$ cat src/rtl/trig_detect_pkg.sv
package trig_detect_pkg;

    typedef enum logic [1:0] {
        TRIG_LEVEL = 2'b00,
        TRIG_FALL  = 2'b01,
        TRIG_RISE  = 2'b10,
        TRIG_BOTH  = 2'b11
    } trig_mode_e;

    localparam int MODE_LSB = 2;
    localparam int REG_W    = 8;

endpackage

$ cat src/rtl/trig_src_cell.sv
module trig_src_cell
    import trig_detect_pkg::*;
(
    input  trig_mode_e mode_i,
    input  logic       in_i,
    input  logic       prev_i,
    input  logic       pend_i,
    input  logic       clr_i,
    output logic       pend_o,
    output logic       req_o,
    output logic       wdraw_o
);

    logic rise_w;
    logic fall_w;
    logic edge_ev;

    assign rise_w = in_i & ~prev_i;
    assign fall_w = ~in_i & prev_i;

    always_comb begin
        edge_ev = 1'b0;
        pend_o  = pend_i;
        req_o   = 1'b0;
        wdraw_o = 1'b0;
        case (mode_i)
            TRIG_FALL: edge_ev = fall_w;
            TRIG_RISE: edge_ev = rise_w;
            TRIG_BOTH: edge_ev = rise_w | fall_w;
            default:   edge_ev = 1'b0;
        endcase
        if (mode_i == TRIG_LEVEL) begin
            pend_o  = in_i;
            req_o   = in_i & ~pend_i;
            wdraw_o = ~in_i & pend_i;
        end else begin
            pend_o = edge_ev | (pend_i & ~clr_i);
            req_o  = edge_ev;
        end
    end

endmodule

$ cat src/rtl/trig_reg_port.sv
module trig_reg_port
    import trig_detect_pkg::*;
#(
    parameter int NUM_SRC   = 96,
    parameter int EXT_BASE  = 64,
    parameter int EXT_COUNT = 32,
    parameter int ID_W      = $clog2(NUM_SRC)
) (
    input  logic                     reg_wr_i,
    input  logic [ID_W:0]            reg_addr_i,
    input  logic [REG_W-1:0]         reg_wdata_i,
    input  logic                     ack_valid_i,
    input  logic [ID_W-1:0]          ack_id_i,
    input  logic [NUM_SRC-1:0]       pend_i,
    input  logic [NUM_SRC-1:0][1:0]  mode_i,
    output logic [NUM_SRC-1:0]       clr_o,
    output logic [EXT_COUNT-1:0]     mode_wr_o,
    output logic [1:0]               mode_val_o,
    output logic [REG_W-1:0]         rdata_o
);

    logic            win_mode;
    logic [ID_W-1:0] idx;
    logic            zero_wr;

    assign win_mode   = reg_addr_i[ID_W];
    assign idx        = reg_addr_i[ID_W-1:0];
    assign zero_wr    = reg_wr_i & ~win_mode & (reg_wdata_i == '0);
    assign mode_val_o = reg_wdata_i[MODE_LSB+1:MODE_LSB];

    always_comb begin
        for (int i = 0; i < NUM_SRC; i++) begin
            clr_o[i] = (zero_wr & (idx == ID_W'(i))) |
                       (ack_valid_i & (ack_id_i == ID_W'(i)));
        end
    end

    always_comb begin
        for (int k = 0; k < EXT_COUNT; k++) begin
            mode_wr_o[k] = reg_wr_i & win_mode & (idx == ID_W'(k));
        end
    end

    always_comb begin
        rdata_o = '0;
        if (win_mode) begin
            for (int k = 0; k < EXT_COUNT; k++) begin
                if (idx == ID_W'(k)) begin
                    rdata_o[MODE_LSB+1:MODE_LSB] = mode_i[EXT_BASE+k];
                end
            end
        end else begin
            for (int i = 0; i < NUM_SRC; i++) begin
                if (idx == ID_W'(i)) begin
                    rdata_o[0] = pend_i[i];
                end
            end
        end
    end

endmodule

$ cat src/rtl/trig_detect.sv
module trig_detect
    import trig_detect_pkg::*;
#(
    parameter int                NUM_SRC    = 96,
    parameter int                EXT_BASE   = 64,
    parameter int                EXT_COUNT  = 32,
    parameter logic [NUM_SRC-1:0] LEVEL_INIT = (NUM_SRC'(1) << 70) | (NUM_SRC'(1) << 3),
    parameter int                ID_W       = $clog2(NUM_SRC)
) (
    input  logic               clk,
    input  logic               rst_n,
    input  logic [NUM_SRC-1:0] irq_i,
    input  logic               ack_valid_i,
    input  logic [ID_W-1:0]    ack_id_i,
    input  logic               reg_wr_i,
    input  logic [ID_W:0]      reg_addr_i,
    input  logic [REG_W-1:0]   reg_wdata_i,
    output logic [REG_W-1:0]   reg_rdata_o,
    output logic [NUM_SRC-1:0] pend_o,
    output logic [NUM_SRC-1:0] req_stb_o,
    output logic [NUM_SRC-1:0] wdraw_stb_o
);

    typedef struct packed {
        logic [NUM_SRC-1:0]      prev;
        logic [NUM_SRC-1:0]      pend;
        logic [NUM_SRC-1:0]      req;
        logic [NUM_SRC-1:0]      wdr;
        logic [NUM_SRC-1:0][1:0] mode;
    } state_t;

    function automatic logic [NUM_SRC-1:0][1:0] reset_modes();
        logic [NUM_SRC-1:0][1:0] m;
        for (int i = 0; i < NUM_SRC; i++) begin
            m[i] = LEVEL_INIT[i] ? TRIG_LEVEL : TRIG_RISE;
        end
        return m;
    endfunction

    localparam logic [NUM_SRC-1:0][1:0] MODE_RST = reset_modes();

    state_t state_d;
    state_t state_q;

    logic [NUM_SRC-1:0]   clr_w;
    logic [EXT_COUNT-1:0] mode_wr_w;
    logic [1:0]           mode_val_w;
    logic [NUM_SRC-1:0]   pend_nx;
    logic [NUM_SRC-1:0]   req_nx;
    logic [NUM_SRC-1:0]   wdr_nx;

    trig_reg_port #(
        .NUM_SRC   (NUM_SRC),
        .EXT_BASE  (EXT_BASE),
        .EXT_COUNT (EXT_COUNT),
        .ID_W      (ID_W)
    ) regs_i (
        .reg_wr_i    (reg_wr_i),
        .reg_addr_i  (reg_addr_i),
        .reg_wdata_i (reg_wdata_i),
        .ack_valid_i (ack_valid_i),
        .ack_id_i    (ack_id_i),
        .pend_i      (state_q.pend),
        .mode_i      (state_q.mode),
        .clr_o       (clr_w),
        .mode_wr_o   (mode_wr_w),
        .mode_val_o  (mode_val_w),
        .rdata_o     (reg_rdata_o)
    );

    for (genvar g = 0; g < NUM_SRC; g++) begin : g_src
        trig_src_cell cell_i (
            .mode_i  (trig_mode_e'(state_q.mode[g])),
            .in_i    (irq_i[g]),
            .prev_i  (state_q.prev[g]),
            .pend_i  (state_q.pend[g]),
            .clr_i   (clr_w[g]),
            .pend_o  (pend_nx[g]),
            .req_o   (req_nx[g]),
            .wdraw_o (wdr_nx[g])
        );
    end

    always_comb begin
        state_d      = state_q;
        state_d.prev = irq_i;
        state_d.pend = pend_nx;
        state_d.req  = req_nx;
        state_d.wdr  = wdr_nx;
        for (int k = 0; k < EXT_COUNT; k++) begin
            if (mode_wr_w[k]) begin
                state_d.mode[EXT_BASE+k] = mode_val_w;
            end
        end
    end

    always_ff @(posedge clk or negedge rst_n) begin
        if (!rst_n) begin
            state_q.prev <= '0;
            state_q.pend <= '0;
            state_q.req  <= '0;
            state_q.wdr  <= '0;
            state_q.mode <= MODE_RST;
        end else begin
            state_q <= state_d;
        end
    end

    assign pend_o      = state_q.pend;
    assign req_stb_o   = state_q.req;
    assign wdraw_stb_o = state_q.wdr;

endmodule

$ cat config.mk
export PLATFORM = sky130hd
export DESIGN_NAME = trig_detect
export DESIGN_NICKNAME = d
export VERILOG_FILES = /design/src/rtl/trig_detect_pkg.sv /design/src/rtl/trig_src_cell.sv /design/src/rtl/trig_reg_port.sv /design/src/rtl/trig_detect.sv
export SDC_FILE = /design/constraint.sdc
export NUM_CORES = 1
export LEC_CHECK = 0
export ABC_CLOCK_PERIOD_IN_PS = 2100
export BUFFER_PORTS_ARGS = -buffer_cell sky130_fd_sc_hd__buf_2
export CORE_MARGIN = 3
export CORE_UTILIZATION = 50
export CTS_CLUSTER_SIZE = 28
export DETAILED_ROUTE_END_ITERATION = 10
export HOLD_SLACK_MARGIN = 0.08
export PLACE_DENSITY = 0.75
export SLEW_MARGIN = 20
export SYNTH_ARGS = -nofsm -noshare
export SYNTH_HDL_FRONTEND = slang
export SYNTH_SLANG_ARGS = --single-unit
$ cat constraint.sdc
create_clock -name clk -period 2.1 [get_ports clk]
set_input_delay 0.105 -clock clk [delete_from_list [all_inputs] [get_ports clk]]
set_output_delay 0.105 -clock clk [all_outputs]
set_load 0.05 [all_outputs]
==> results by group <==
Placed design
  – DP Worst Slack: -0.5577 ns
  – GPL Wtd Cong: 1.006
  – # port buffers: 350
  – Cell total after placement: 2657
  – Detail Placement HPWL: 50690 microns

Global routing
  – First-pass GRT wire length: 103100 microns
  – Initial antenna violation count: 2
  – Largest net degree at the start of global routing: 60
  – Tot GR Track Use: 33.21%
  – Vias in the first global route: 16920
  – Remaining Overflow, GRT: 0

Power
  – Pwr dens: 797.3 nW/um^2
  – Comb pwr share: 19.0%
  – Clock share of power: 39.1%
  – Pleak: 11.49 nW
  – Tot Pwr: 19.49 mW
  – NetSw: 5.886 mW
  – Max IR drop VDD: 0.8796 mV
  – Pint: 13.61 mW
  – Seq pwr share: 41.9%
  – Sw frac: 30.20%

Clock network
  – CTS tree: done
  – Root Buffer: clkbuf_16
  – Reg clk slew, reported paths: 0.06 ns
  – # clock sinks: 384
  – Cts bufs inserted: 41
  – Clock buffer depth: 3
  – CTS H-tree lvls: 2
  – Clk Latency, worst-skew pair: 0.56 ns

Logic synthesis
  – Post-Syn Instances: 1739
  – Synth cell types: 80
  – #FFs+latches synth: 384
  – Mean post-synth cell area: 10.85 sq um
  – Synth async-reset ratio: 100.0%
  – Ys flop type: dfrtp_1
  – Cell Area, Synth: 18860 sq um
  – Yosys warns: 0
  – Sequential area share after synthesis: 51.15%
  – Post-synth EDFFs: 0

STA
  – Min setup slack post-route: -0.7148 ns
  – Worst Tran Pin Value: 0.5631 ns
  – Final min period: 2.815 ns
  – TNS Setup: -1.890 ns
  – Max_slew headroom: 62.46%
  – Clk_skew: 0.02027 ns
  – Ratio of final minimum period to clock period: 134.0%
  – Unrepaired setup endpoints after global routing: yes
  – Setup-failing EPs final: 3
  – Max Freq: 355.3 MHz
  – Final hold vios: 0
  – Slew Limit Fails: 0

Hold path
  – Hold Crit Class: primary input to asynchronous set/reset pin

Critical path
  – Crit path capture type: output pin
  – CP Data Arrival Time: 2.71 ns
  – Cell family with most CP delay: compound AO/OA/AOI/OAI gates
  – Worst R2R Setup Slack: 0.71 ns
  – R2r startpoint: state_q[156]
  – Capturing point of the worst reg2reg path: pend_o[78]
  – Worst Path Required: 2.00 ns
  – Worst Setup Path Type: flop to output pin
  – Max stage delay on crit path: 0.50 ns
  – CP bufs+invs: 1
  – Worst-path cell chain: mux4_2 > a221oi_2 > nand4_1 > o2111ai_2 > a31oi_1 > o311a_1 > buf_12
  – Worst path slowest cell: mux4_2
  – Critical path depth: 7
  – Worst-path maximum fanout: 2
  – Startpoint types: flop
  – Worst reg2reg path depth: 6

Floorplanning
  – Core Area: 36870 sq um
  – Die Area: 40090 sq um
  – Die Wd: 200.2 microns
  – Die span in y: 200.2 microns
  – Initial Util: 51.15%
  – Num rows: 70
  – I/O pin count: 419

Layout
  – Share of layout cells above drive strength 1: 35.09%
  – Area growth syn-to-layout: 29.61%
  – Final net count: 2482
  – Fin cells: 2834

Routing
  – Met1 WL: 27160 microns
  – 1st-iter DRT viols: 1435
  – Drt pass-1 iters: 5
  – DRC errors left: 0
  – Met2 WL: 33440 microns
  – Vias per cell: 5.734
  – Vias: 16250
  – Post-DRT Antenna Nets: 0
  – WL/cell: 23.96 microns
  – Top Layer Used: met4
  – WL met3: 5035 microns
  – Final wirelength: 67890 microns

Job
  – Max Cap Viol: 0

Run status
  – Failing checks: negative setup slack
  – Status: finished, violations left
==> synth_stat cells (9+ instances only) <==
cell	n	area (sq um)
ha_1	64	800.8
o41ai_1	11	96.34
a22oi_1	44	330.3
o211ai_1	16	120.1
nor2b_1	79	494.2
o21ai_0	37	185.2
nor3_1	9	45.04
clkbuf_1	55	206.5
o31a_1	12	105.1
a21oi_1	34	170.2
o221ai_1	97	849.6
dfrtp_1	353	8833
nand3_1	19	95.09
mux2_2	65	732.0
inv_1	118	442.9
nand2b_1	69	431.7
mux2i_1	27	270.3
nor2_1	105	394.1
nand4_1	9	56.30
a31o_2	20	175.2
dfstp_2	31	814.5
nand2_1	109	409.1
nor4b_1	12	105.1
and3_1	21	131.4
buf_2	18	90.09
buf_4	172	1291
==> kinds of logic (layout without fill, tap and decap cells) <==
| group | Yosys count | count (layout) | synth area share, % |
|---|---|---|---|
| simple gates | 488 | 488 | 14.35 |
| buf+inv | 368 | 890 | 10.95 |
| compound gates | 339 | 339 | 13.68 |
| fa+ha+maj | 64 | 64 | 4.245 |
| other cells | 1 | 70 | 0.01988 |
| mux | 95 | 95 | 5.612 |
| flops | 384 | 384 | 51.15 |
==> per-stage QoR <==
step           hold slack, ns  cell area (sq um)  util (%)
2_1_floorplan         -0.1906              19130         -
3_3_place_gp           0.1027              21940     59.50
3_5_place_dp           0.1061              21940     59.50
4_1_cts                0.1067              24420     66.22
5_1_grt                0.1524              24450     66.30
6_report               0.1230              24450     66.30
==> power groups by stage <==
stage / combinational, mW / sequential, mW / clock, mW
floorplan: 1.74 / 8.88 / 0
global placement: 3.43 / 8.27 / 0
detailed placement: 3.49 / 8.28 / 0
CTS: 3.66 / 8.15 / 7.74
global route: 3.89 / 8.20 / 8.01
finish: 3.70 / 8.17 / 7.63
==> cells in the final DEF (no fill, tap or decap), types with 68 or more instances in the layout <==
cell and count:
dlygate4sd3_1 99, o221ai_1 97, conb_1 68, nor2_1 105, inv_1 118, nor2b_1 79
dfrtp_1 353, nand2b_1 69, buf_2 346, buf_4 236, nand2_1 109
==> cell type report <==
cell class / instances / area [sq um]
Clock buffer: 60 / 1240
Inverter: 118 / 442.9
Multi-Input combinational cell: 1054 / 7495
Timing Repair Buffer: 696 / 4790
Fill cell: 2783 / 12430
Sequential cell: 384 / 9648
Antenna cell: 2 / 5.005
Clock inverter: 16 / 196.4
Tap cell: 504 / 630.6
==> worst max path at each step <==
stage	startpoint	to	slack (ns)
5_1_grt	state_q[150]	reg_rdata_o[2]	-0.81
6_report	state_q[135]	reg_rdata_o[3]	-0.71
4_1_cts	state_q[135]	reg_rdata_o[3]	-0.73
3_3_place_gp	reg_addr_i[1]	reg_rdata_o[3]	-0.56
3_5_place_dp	reg_addr_i[1]	reg_rdata_o[3]	-0.56
2_1_floorplan	reg_addr_i[2]	reg_rdata_o[2]	0.07
==> worst register-to-register path, stage by stage, from the launching register on <==
cell	delay [ns]
dfrtp_1	0.48
buf_4	0.21
nor2_1	0.12
a21oi_1	0.05
a21oi_1	0.18
o211ai_1	0.11
o31a_1	0.12
==> registers in the layout (all words and copies together), names as in the netlist <==
| signal | cells |
|---|---|
| state_q | 159 |
| pend_o | 96 |
| req_stb_o | 96 |
| wdraw_stb_o | 33 |
==> routing by layer <==
layer | vias up | track usage (%)
li1 | 7073 | -
met1 | 8175 | 42.82
met2 | 853 | 56.90
met3 | 149 | 5.510
met4 | 0 | 11.88
met5 | - | 0
==> timing repair <==
action / CTS / global route
endpoints found under the hold margin: 682 / 0
hold buffers: 99 / 0
buffers inserted: 0 / 1
gates resized for setup: 12 / 6
setup endpoints to repair: 3 / 3
pin swaps: 13 / 12
Power figures use the tool's default switching activity.
